--- src/rtl/bce_pkg.sv ---
package bce_pkg;

  typedef enum logic [2:0] {
    S_IDLE,
    S_GAP,
    S_LAUNCH,
    S_WAIT,
    S_FIN
  } seq_st_e;

  localparam int          HDR_BYTES = 4;
  localparam logic [7:0]  OP_READ   = 8'h03;

  // Header byte k of a read session: opcode, then address high to low.
  function automatic logic [7:0] hdr_byte(logic [23:0] addr, logic [1:0] k);
    case (k)
      2'd0:    return OP_READ;
      2'd1:    return addr[23:16];
      2'd2:    return addr[15:8];
      default: return addr[7:0];
    endcase
  endfunction

endpackage

--- src/rtl/bce_spi_shift.sv ---
module bce_spi_shift #(
  parameter int CLK_DIV = 2
) (
  input  logic       clk,
  input  logic       rst_n,
  input  logic       go,
  input  logic [7:0] tx,
  input  logic       miso,
  output logic       sclk,
  output logic       mosi,
  output logic       done,
  output logic [7:0] rx
);

  localparam int CW = $clog2(CLK_DIV + 1);

  logic [CW-1:0] tick_cnt;
  logic [2:0]    bit_idx;
  logic [7:0]    tx_sh;
  logic          busy;
  logic          half_tick;

  assign half_tick = busy && (tick_cnt == CW'(CLK_DIV - 1));

  always_ff @(posedge clk or negedge rst_n) begin
    if (!rst_n) begin
      tick_cnt <= '0;
      bit_idx  <= '0;
      tx_sh    <= '0;
      rx       <= '0;
      busy     <= 1'b0;
      sclk     <= 1'b0;
      mosi     <= 1'b0;
      done     <= 1'b0;
    end else begin
      done <= 1'b0;
      if (go && !busy) begin
        busy     <= 1'b1;
        tx_sh    <= tx;
        mosi     <= tx[7];
        tick_cnt <= '0;
        bit_idx  <= '0;
        sclk     <= 1'b0;
      end else if (busy) begin
        if (half_tick) begin
          tick_cnt <= '0;
          if (!sclk) begin
            sclk <= 1'b1;
            rx   <= {rx[6:0], miso};
          end else begin
            sclk <= 1'b0;
            if (bit_idx == 3'd7) begin
              busy <= 1'b0;
              done <= 1'b1;
            end else begin
              bit_idx <= bit_idx + 3'd1;
              tx_sh   <= {tx_sh[6:0], 1'b0};
              mosi    <= tx_sh[6];
            end
          end
        end else begin
          tick_cnt <= tick_cnt + CW'(1);
        end
      end
    end
  end

  AST_MOSI_HOLD_HIGH: assert property (@(posedge clk) disable iff (!rst_n)
    sclk |-> $stable(mosi));
  AST_IDLE_SCLK_LOW: assert property (@(posedge clk) disable iff (!rst_n)
    !busy |-> !sclk);

endmodule

--- src/rtl/bce_seq.sv ---
module bce_seq
  import bce_pkg::*;
#(
  parameter int          MAIN_LEN  = 1167724,
  parameter int          MAIN_CHK  = 1000,
  parameter int          VEC_LEN   = 80,
  parameter int          VEC_CHK   = 80,
  parameter logic [23:0] MAIN_BASE = 24'h110000,
  parameter logic [23:0] VEC_BASE  = 24'h320000,
  parameter int          GAP_CYC   = 8,
  parameter int          CNT_W     = 21
) (
  input  logic             clk,
  input  logic             rst_n,
  input  logic             start,
  input  logic             sh_done,
  output logic             sh_go,
  output logic [7:0]       sh_tx,
  output logic             cs_n,
  output logic             busy,
  output logic             done,
  output logic [1:0]       pass,
  output logic             data_ev,
  output logic [CNT_W-1:0] data_idx
);

  localparam int GAP_W = $clog2(GAP_CYC + 1);

  seq_st_e          st;
  logic [CNT_W-1:0] idx;
  logic [GAP_W-1:0] gapc;
  logic             byte_fin;
  logic             sess_end;

  // Index of the final byte of the session run in pass p.
  function automatic logic [CNT_W-1:0] last_idx(logic [1:0] p);
    case (p)
      2'd0:    return CNT_W'(MAIN_LEN + HDR_BYTES - 1);
      2'd1:    return CNT_W'(MAIN_CHK + HDR_BYTES - 1);
      2'd2:    return CNT_W'(VEC_LEN  + HDR_BYTES - 1);
      default: return CNT_W'(VEC_CHK  + HDR_BYTES - 1);
    endcase
  endfunction

  function automatic logic [7:0] next_tx(logic [1:0] p, logic [CNT_W-1:0] i);
    logic [23:0] base;
    base = p[1] ? VEC_BASE : MAIN_BASE;
    if (i < CNT_W'(HDR_BYTES)) return hdr_byte(base, i[1:0]);
    return 8'h00;
  endfunction

  assign byte_fin = (st == S_WAIT) && sh_done;
  assign sess_end = byte_fin && (idx == last_idx(pass));
  assign data_ev  = byte_fin && (idx >= CNT_W'(HDR_BYTES));
  assign data_idx = idx - CNT_W'(HDR_BYTES);

  always_ff @(posedge clk or negedge rst_n) begin
    if (!rst_n) begin
      st    <= S_IDLE;
      idx   <= '0;
      gapc  <= '0;
      pass  <= '0;
      cs_n  <= 1'b1;
      busy  <= 1'b0;
      done  <= 1'b0;
      sh_go <= 1'b0;
      sh_tx <= '0;
    end else begin
      sh_go <= 1'b0;
      case (st)
        S_IDLE: if (start) begin
          busy <= 1'b1;
          done <= 1'b0;
          pass <= '0;
          gapc <= '0;
          st   <= S_GAP;
        end
        S_GAP: begin
          if (gapc == GAP_W'(GAP_CYC - 1)) begin
            gapc <= '0;
            cs_n <= 1'b0;
            idx  <= '0;
            st   <= S_LAUNCH;
          end else begin
            gapc <= gapc + GAP_W'(1);
          end
        end
        S_LAUNCH: begin
          sh_go <= 1'b1;
          sh_tx <= next_tx(pass, idx);
          st    <= S_WAIT;
        end
        S_WAIT: if (sh_done) begin
          if (sess_end) begin
            cs_n <= 1'b1;
            if (pass == 2'd3) begin
              st <= S_FIN;
            end else begin
              pass <= pass + 2'd1;
              st   <= S_GAP;
            end
          end else begin
            idx <= idx + CNT_W'(1);
            st  <= S_LAUNCH;
          end
        end
        S_FIN: begin
          busy <= 1'b0;
          done <= 1'b1;
          st   <= S_IDLE;
        end
        default: st <= S_IDLE;
      endcase
    end
  end

  AST_BUSY_DONE_EXCL: assert property (@(posedge clk) disable iff (!rst_n)
    busy |-> !done);
  AST_START_IGNORED: assert property (@(posedge clk) disable iff (!rst_n)
    (start && busy && st != S_FIN) |=> busy);
  AST_PASS_ORDER: assert property (@(posedge clk) disable iff (!rst_n)
    (pass != $past(pass)) |-> (pass == $past(pass) + 2'd1) || (pass == 2'd0));

endmodule

--- src/rtl/boot_copy_engine.sv ---
module boot_copy_engine #(
  parameter int          MAIN_LEN  = 1167724,
  parameter int          MAIN_CHK  = 1000,
  parameter int          VEC_LEN   = 80,
  parameter int          VEC_CHK   = 80,
  parameter logic [23:0] MAIN_BASE = 24'h110000,
  parameter logic [23:0] VEC_BASE  = 24'h320000,
  parameter int          CLK_DIV   = 2
) (
  input  logic                          clk,
  input  logic                          rst_n,
  input  logic                          start,
  output logic                          spi_sclk,
  output logic                          spi_mosi,
  input  logic                          spi_miso,
  output logic                          spi_cs_n,
  output logic                          mm_we,
  output logic                          mm_re,
  output logic [$clog2(MAIN_LEN+1)-1:0] mm_addr,
  output logic [7:0]                    mm_wdata,
  input  logic [7:0]                    mm_rdata,
  output logic                          vr_we,
  output logic                          vr_re,
  output logic [$clog2(VEC_LEN+1)-1:0]  vr_addr,
  output logic [7:0]                    vr_wdata,
  input  logic [7:0]                    vr_rdata,
  output logic                          busy,
  output logic                          done,
  output logic                          main_err,
  output logic                          vec_err,
  output logic                          boot_ok
);

  localparam int MA_W    = $clog2(MAIN_LEN + 1);
  localparam int VA_W    = $clog2(VEC_LEN + 1);
  localparam int CNT_W   = $clog2(MAIN_LEN + 5);
  localparam int GAP_CYC = 4 * CLK_DIV;
  localparam int HC_W    = $clog2(GAP_CYC + 1);

  logic             sh_go, sh_done;
  logic [7:0]       sh_tx, sh_rx;
  logic [1:0]       pass;
  logic             data_ev;
  logic [CNT_W-1:0] data_idx;
  logic             is_check;
  logic             to_vec;
  logic             cmp_pend;
  logic             cmp_vec;
  logic [7:0]       cmp_val;
  logic [7:0]       cmp_rd;

  bce_spi_shift #(.CLK_DIV(CLK_DIV)) u_shift (
    .clk  (clk),
    .rst_n(rst_n),
    .go   (sh_go),
    .tx   (sh_tx),
    .miso (spi_miso),
    .sclk (spi_sclk),
    .mosi (spi_mosi),
    .done (sh_done),
    .rx   (sh_rx)
  );

  bce_seq #(
    .MAIN_LEN (MAIN_LEN),
    .MAIN_CHK (MAIN_CHK),
    .VEC_LEN  (VEC_LEN),
    .VEC_CHK  (VEC_CHK),
    .MAIN_BASE(MAIN_BASE),
    .VEC_BASE (VEC_BASE),
    .GAP_CYC  (GAP_CYC),
    .CNT_W    (CNT_W)
  ) u_seq (
    .clk     (clk),
    .rst_n   (rst_n),
    .start   (start),
    .sh_done (sh_done),
    .sh_go   (sh_go),
    .sh_tx   (sh_tx),
    .cs_n    (spi_cs_n),
    .busy    (busy),
    .done    (done),
    .pass    (pass),
    .data_ev (data_ev),
    .data_idx(data_idx)
  );

  // Pass decode: bit 0 selects the check session, bit 1 the vector target.
  assign is_check = pass[0];
  assign to_vec   = pass[1];

  assign mm_we    = data_ev && !is_check && !to_vec;
  assign mm_re    = data_ev &&  is_check && !to_vec;
  assign vr_we    = data_ev && !is_check &&  to_vec;
  assign vr_re    = data_ev &&  is_check &&  to_vec;
  assign mm_addr  = MA_W'(data_idx);
  assign vr_addr  = VA_W'(data_idx);
  assign mm_wdata = sh_rx;
  assign vr_wdata = sh_rx;

  assign cmp_rd   = cmp_vec ? vr_rdata : mm_rdata;
  assign boot_ok  = done && !main_err && !vec_err;

  always_ff @(posedge clk or negedge rst_n) begin
    if (!rst_n) begin
      cmp_pend <= 1'b0;
      cmp_vec  <= 1'b0;
      cmp_val  <= '0;
      main_err <= 1'b0;
      vec_err  <= 1'b0;
    end else begin
      cmp_pend <= data_ev && is_check;
      if (data_ev && is_check) begin
        cmp_vec <= to_vec;
        cmp_val <= sh_rx;
      end
      if (start && !busy) begin
        main_err <= 1'b0;
        vec_err  <= 1'b0;
      end else if (cmp_pend && (cmp_rd != cmp_val)) begin
        if (cmp_vec) vec_err  <= 1'b1;
        else         main_err <= 1'b1;
      end
    end
  end

  // Cycles chip select has been high, saturating; used by the gap check.
  logic [HC_W-1:0] hi_cnt;
  always_ff @(posedge clk or negedge rst_n) begin
    if (!rst_n)                             hi_cnt <= '0;
    else if (!spi_cs_n)                     hi_cnt <= '0;
    else if (hi_cnt != HC_W'(GAP_CYC))      hi_cnt <= hi_cnt + HC_W'(1);
  end

  AST_CS_GAP: assert property (@(posedge clk) disable iff (!rst_n)
    (!spi_cs_n && $past(spi_cs_n)) |-> (hi_cnt >= HC_W'(GAP_CYC - 1)));
  AST_CS_SCLK_IDLE: assert property (@(posedge clk) disable iff (!rst_n)
    spi_cs_n |-> !spi_sclk);
  AST_PORT_EXCL: assert property (@(posedge clk) disable iff (!rst_n)
    $onehot0({mm_we, mm_re, vr_we, vr_re}));
  AST_WRITE_IN_SESSION: assert property (@(posedge clk) disable iff (!rst_n)
    (mm_we || vr_we) |-> !spi_cs_n);
  AST_ERR_HELD_IDLE: assert property (@(posedge clk) disable iff (!rst_n)
    (done && !start && $past(done)) |-> ($stable(main_err) && $stable(vec_err)));

endmodule

--- config.mk ---
export PLATFORM = sky130hd
export DESIGN_NAME = boot_copy_engine
export DESIGN_NICKNAME = d
export VERILOG_FILES = /design/src/rtl/bce_pkg.sv /design/src/rtl/bce_spi_shift.sv /design/src/rtl/bce_seq.sv /design/src/rtl/boot_copy_engine.sv
export SDC_FILE = /design/constraint.sdc
export NUM_CORES = 1
export LEC_CHECK = 0
export BUFFER_PORTS_ARGS = -buffer_cell sky130_fd_sc_hd__buf_2
export CAP_MARGIN = 10
export CORE_ASPECT_RATIO = 0.75
export CORE_MARGIN = 2
export CORE_UTILIZATION = 57
export DETAILED_ROUTE_END_ITERATION = 10
export GPL_TIMING_DRIVEN = 0
export PLACE_DENSITY = 0.81
export REMOVE_ABC_BUFFERS = 1
export SLEW_MARGIN = 15
export SYNTH_ARGS = -nofsm -noshare
export SYNTH_HDL_FRONTEND = slang
export SYNTH_SLANG_ARGS = --single-unit
--- constraint.sdc ---
create_clock -name clk -period 3.4 [get_ports clk]
set_clock_uncertainty 0.2 [all_clocks]
set_input_delay 0.51 -clock clk [delete_from_list [all_inputs] [get_ports clk]]
set_output_delay 0.51 -clock clk [all_outputs]
set_load 0.05 [all_outputs]
==> results.txt <==
- Final number of max-transition violations: 0
- Sequential cell area fraction in the yosys report: 41.82%
* Internal cell power: 2.067 mW
- The worst pin sits at a relative slew slack of 42.69%.
- The clock passes through at most 2 buffers.
- For this run, the leading register cell type out of synthesis is sky130_fd_sc_hd__dfrtp_1.
- At the pin with the least slew margin, the transition time is 0.8578 ns.
- In the routed layout, each cell is associated on average with a via count of 5.954.
- Reg-to-reg critical path startpoint: u_seq.pass[1]$_DFFE_PN0P_
* Worst-case reg-to-reg path depth: 6
- After clock tree synthesis, the clock-pin slew on the worst setup and hold paths is 0.08 ns.
- The final critical path takes up 97.17% of the cycle.
* Register share of total power: 32.7%
- Class of the most critical hold timing path: input port to flip-flop
- Clock tree synthesis selected as its root buffer the cell sky130_fd_sc_hd__clkbuf_8.
- Gpl congestion: 0.9028
- Share of layout cells above drive strength 1: 24.70%
- R2R Path End: u_seq.idx[0]$_DFFE_PN0P_
- WP data arrival: 2.59 ns
- Initial core utilization: 59.61%
* Endpoint kind of the worst setup timing path: output port
* Syn-to-layout area delta: 11.97%
- Hold violation count in the final report: 0
* Top-count cell post-synth: sky130_fd_sc_hd__dfrtp_1
- The run finished with clean final reports.
- TritonCTS built the clock tree.
- Combinational logic burns 49.7% of the power.
- Unrepaired setup endpoints after global routing: no
* Cells after DPL: 589
- Net switching is 48.70% of the power.
- Number of synthesized register bits: 74
* Post-route cell area: 4961 um2
- Total via count after detailed routing: 3,614
- Worst setup path startpoint: u_seq.idx[10]$_DFFE_PN0P_
* Router iterations before antenna repair: 5
- Layout fillers: 600
* Global-route wire length before repair: 16.97 mm
- Req. time, crit path: 2.69 ns
- For this run, asynchronously set or reset flops after synthesis account for 100.0%.
- Worst Setup Slack, final: 0.09633 ns
- Crit Path Category: flip-flop to output port
- Mapped cell area: 4430 um2
- Average wire per cell in the routed design: 16.47 um
- Sum of routed wire length over all layers: 9.997 mm
- Clock buffers created by TritonCTS: 9
* Remaining global-route overflow: 0
* Hold endpoint: u_shift.rx[0]$_DFFE_PN0P_
* Clock latency of the later-clocked register in the worst-skew pair: 0.36 ns
* Height of the die: 80.35 um
* Clock sink count: 74
- Summed over its instances, the top area cell type makes up 41.23% of the synthesized netlist area.
* Pin count of the biggest net entering global routing: 59
- Number of synthesis warnings: 0
- Mean instance size in the synthesized netlist: 9.716 um2
* Global-route usage over all layers: 25.58%
* Peak VDD IR: 699.6 uV
- For this design the total switching power over the nets is 1.962 mW.
- After detailed routing, the number of remaining DRC violations is 0.
- Number of flops mapped to enable cells by yosys: 0
- After the flow finishes, the layout carries non-filler instances totaling 607.
- Post-Place Worst Slack: 0.2467 ns
- Maximum clock frequency: 302.7 MHz
- The via count of the first global-routing pass was 3,544.
* Number of routed nets with antenna violations: 0
- Port bufs: 75
* Final worst path period need: 3.304 ns
- The synthesized netlist contains 53 unique library cells.
- IO Pins: 76
* Number of nets at the end of the flow: 535
- The worst hold path begins at spi_miso.
- The number of antenna violations at the first check in global routing came to 0.
* Placed instance area: 4706 um2
- Summed over all cells, the static leakage comes to 2.263 nW.
- Max-cap violations in this run came to 0.
- The core region is 7432 um2.
- Synthesis produced 456 cells.
- Power per Cell Area: 812.2 nW/um2
* Synth top cells by count: 73 x sky130_fd_sc_hd__dfrtp_1, 39 x sky130_fd_sc_hd__nand2_1, 36 x sky130_fd_sc_hd__nor2_1
* Final Setup Violations: 0
- Total number of placement rows: 27
- The die is 105.8 um wide.
- Summed over all instances, the cell type with the most area after synthesis is sky130_fd_sc_hd__dfrtp_1.
- Total number of H-tree levels: 3
- The HPWL after detailed placement is 7.113 mm.
* Top cells by area in the synthesized netlist: sky130_fd_sc_hd__dfrtp_1 41%, sky130_fd_sc_hd__xnor2_1 5.1%, sky130_fd_sc_hd__mux2i_1 4.5%
* Worst reg2reg setup slack: 0.31 ns
* Worst hold stages: 2
- The die covers 8501 um2.
- The first routing iteration left 224 violations.
* Startpoint type of the worst setup path: flip-flop
* Antenna fix cells: 0
* Part of the total power dissipated in the clock network: 17.6%
- In this run the worst path has a maximum fanout of 11.
## area by class of cell
class                      count  area [um2]  share of cell area [%]
timing repair buffer          81       445.4                   8.979
clock buffer                  11       151.4                   3.052
tap                          101       126.4                   2.547
multi-input combinational    325        2288                   46.13
clock inverter                 4       51.30                   1.034
sequential                    74        1857                   37.43
inverter                      11       41.29                  0.8323
## layout by cell type, fill, tap and decap left out, drive strengths merged, types with 10 or more instances in the layout
cell type / n
a21oi: 14
buf: 79
clkbuf: 12
dfrtp: 73
ha: 13
inv: 11
mux2: 17
mux2i: 20
nand2: 39
nand3: 16
nand4: 10
nor2: 37
nor3: 12
nor4: 10
o21ai: 18
or4: 10
xnor2: 26
## sequential cells by signal, indices dropped and copies added (netlist names), 2 cells and up
| signal | flops |
|---|---|
| u_seq.idx | 21 |
| cmp_val | 8 |
| u_shift.rx | 8 |
| u_shift.tx_sh | 7 |
| u_seq.gapc | 4 |
| u_seq.sh_tx | 4 |
| u_seq.st | 3 |
| u_shift.bit_idx | 3 |
| u_seq.pass | 2 |
| u_shift.tick_cnt | 2 |
## through the flow
step | power, mW | setup TNS (ns) | util (%) | hold slack [ns]
global route | 4.266 | 0 | 66.75 | 0.1927
floorplan | 2.834 | -1.655 | - | 0.01441
detailed placement | 3.323 | 0 | 63.32 | 0.1981
CTS | 4.036 | 0 | 66.46 | 0.1776
finish | 4.029 | 0 | 66.75 | 0.1852
global placement | 3.228 | -0.5359 | 62.66 | 0.2668
## how the worst max path moves through the flow
| stage | end | slack (ns) |
|---|---|---|
| finish | vr_re | 0.1 |
| detailed placement | u_seq.idx[17]$_DFFE_PN0P_ | 0.25 |
| global route | mm_addr[12] | 0.01 |
| global placement | u_shift.tx_sh[4]$_DFFE_PN0P_ | -0.08 |
| CTS | mm_addr[12] | 0.06 |
| floorplan | mm_addr[12] | -0.37 |
## critical path, stage by stage, from the launching register on
cell and delay [ns]:
sky130_fd_sc_hd__dfrtp_1 0.53, sky130_fd_sc_hd__or4_4 0.64, sky130_fd_sc_hd__nor2_8 0.16, sky130_fd_sc_hd__nand4_4 0.17
sky130_fd_sc_hd__o2111a_2 0.36, sky130_fd_sc_hd__and2_1 0.17, sky130_fd_sc_hd__buf_2 0.21
## per-layer routing
layer	track usage, %	share of wire (%)	vias up
met4	9.474	1.4	0
met3	4.464	7.4	18
met1	34.71	45	1757
li1	-	-	1697
met5	0	0	-
met2	41.55	46	142
## cell families after synthesis
kind of cell    count (synthesis)  share of synthesized area [%]
flops                          74                          41.82
xor+xnor                       34                          6.721
simple gates                  182                          22.51
compound gates                 59                          8.783
buf+inv                        57                          7.145
fa+ha+maj                      13                          3.671
mux                            37                          9.348
## power groups by stage
stage          clock network (mW)  logic (mW)  registers [mW]
3_5_place_dp                    0        2.00            1.33
6_report                    0.710        2.00            1.32
3_3_place_gp                    0        1.92            1.31
4_1_cts                     0.719        2.01            1.31
2_1_floorplan                   0        1.10            1.73
5_1_grt                     0.750        2.16            1.35
## what timing repair did
item / in CTS / in global routing
hold buffers: 1 / 0
setup buffers: 2 / 0
setup endpoints to repair: 3 / 9
gates resized for setup: 1 / 6
hold endpoints to repair: 16 / 0
No activity file was read; power rests on OpenSTA's default activity.
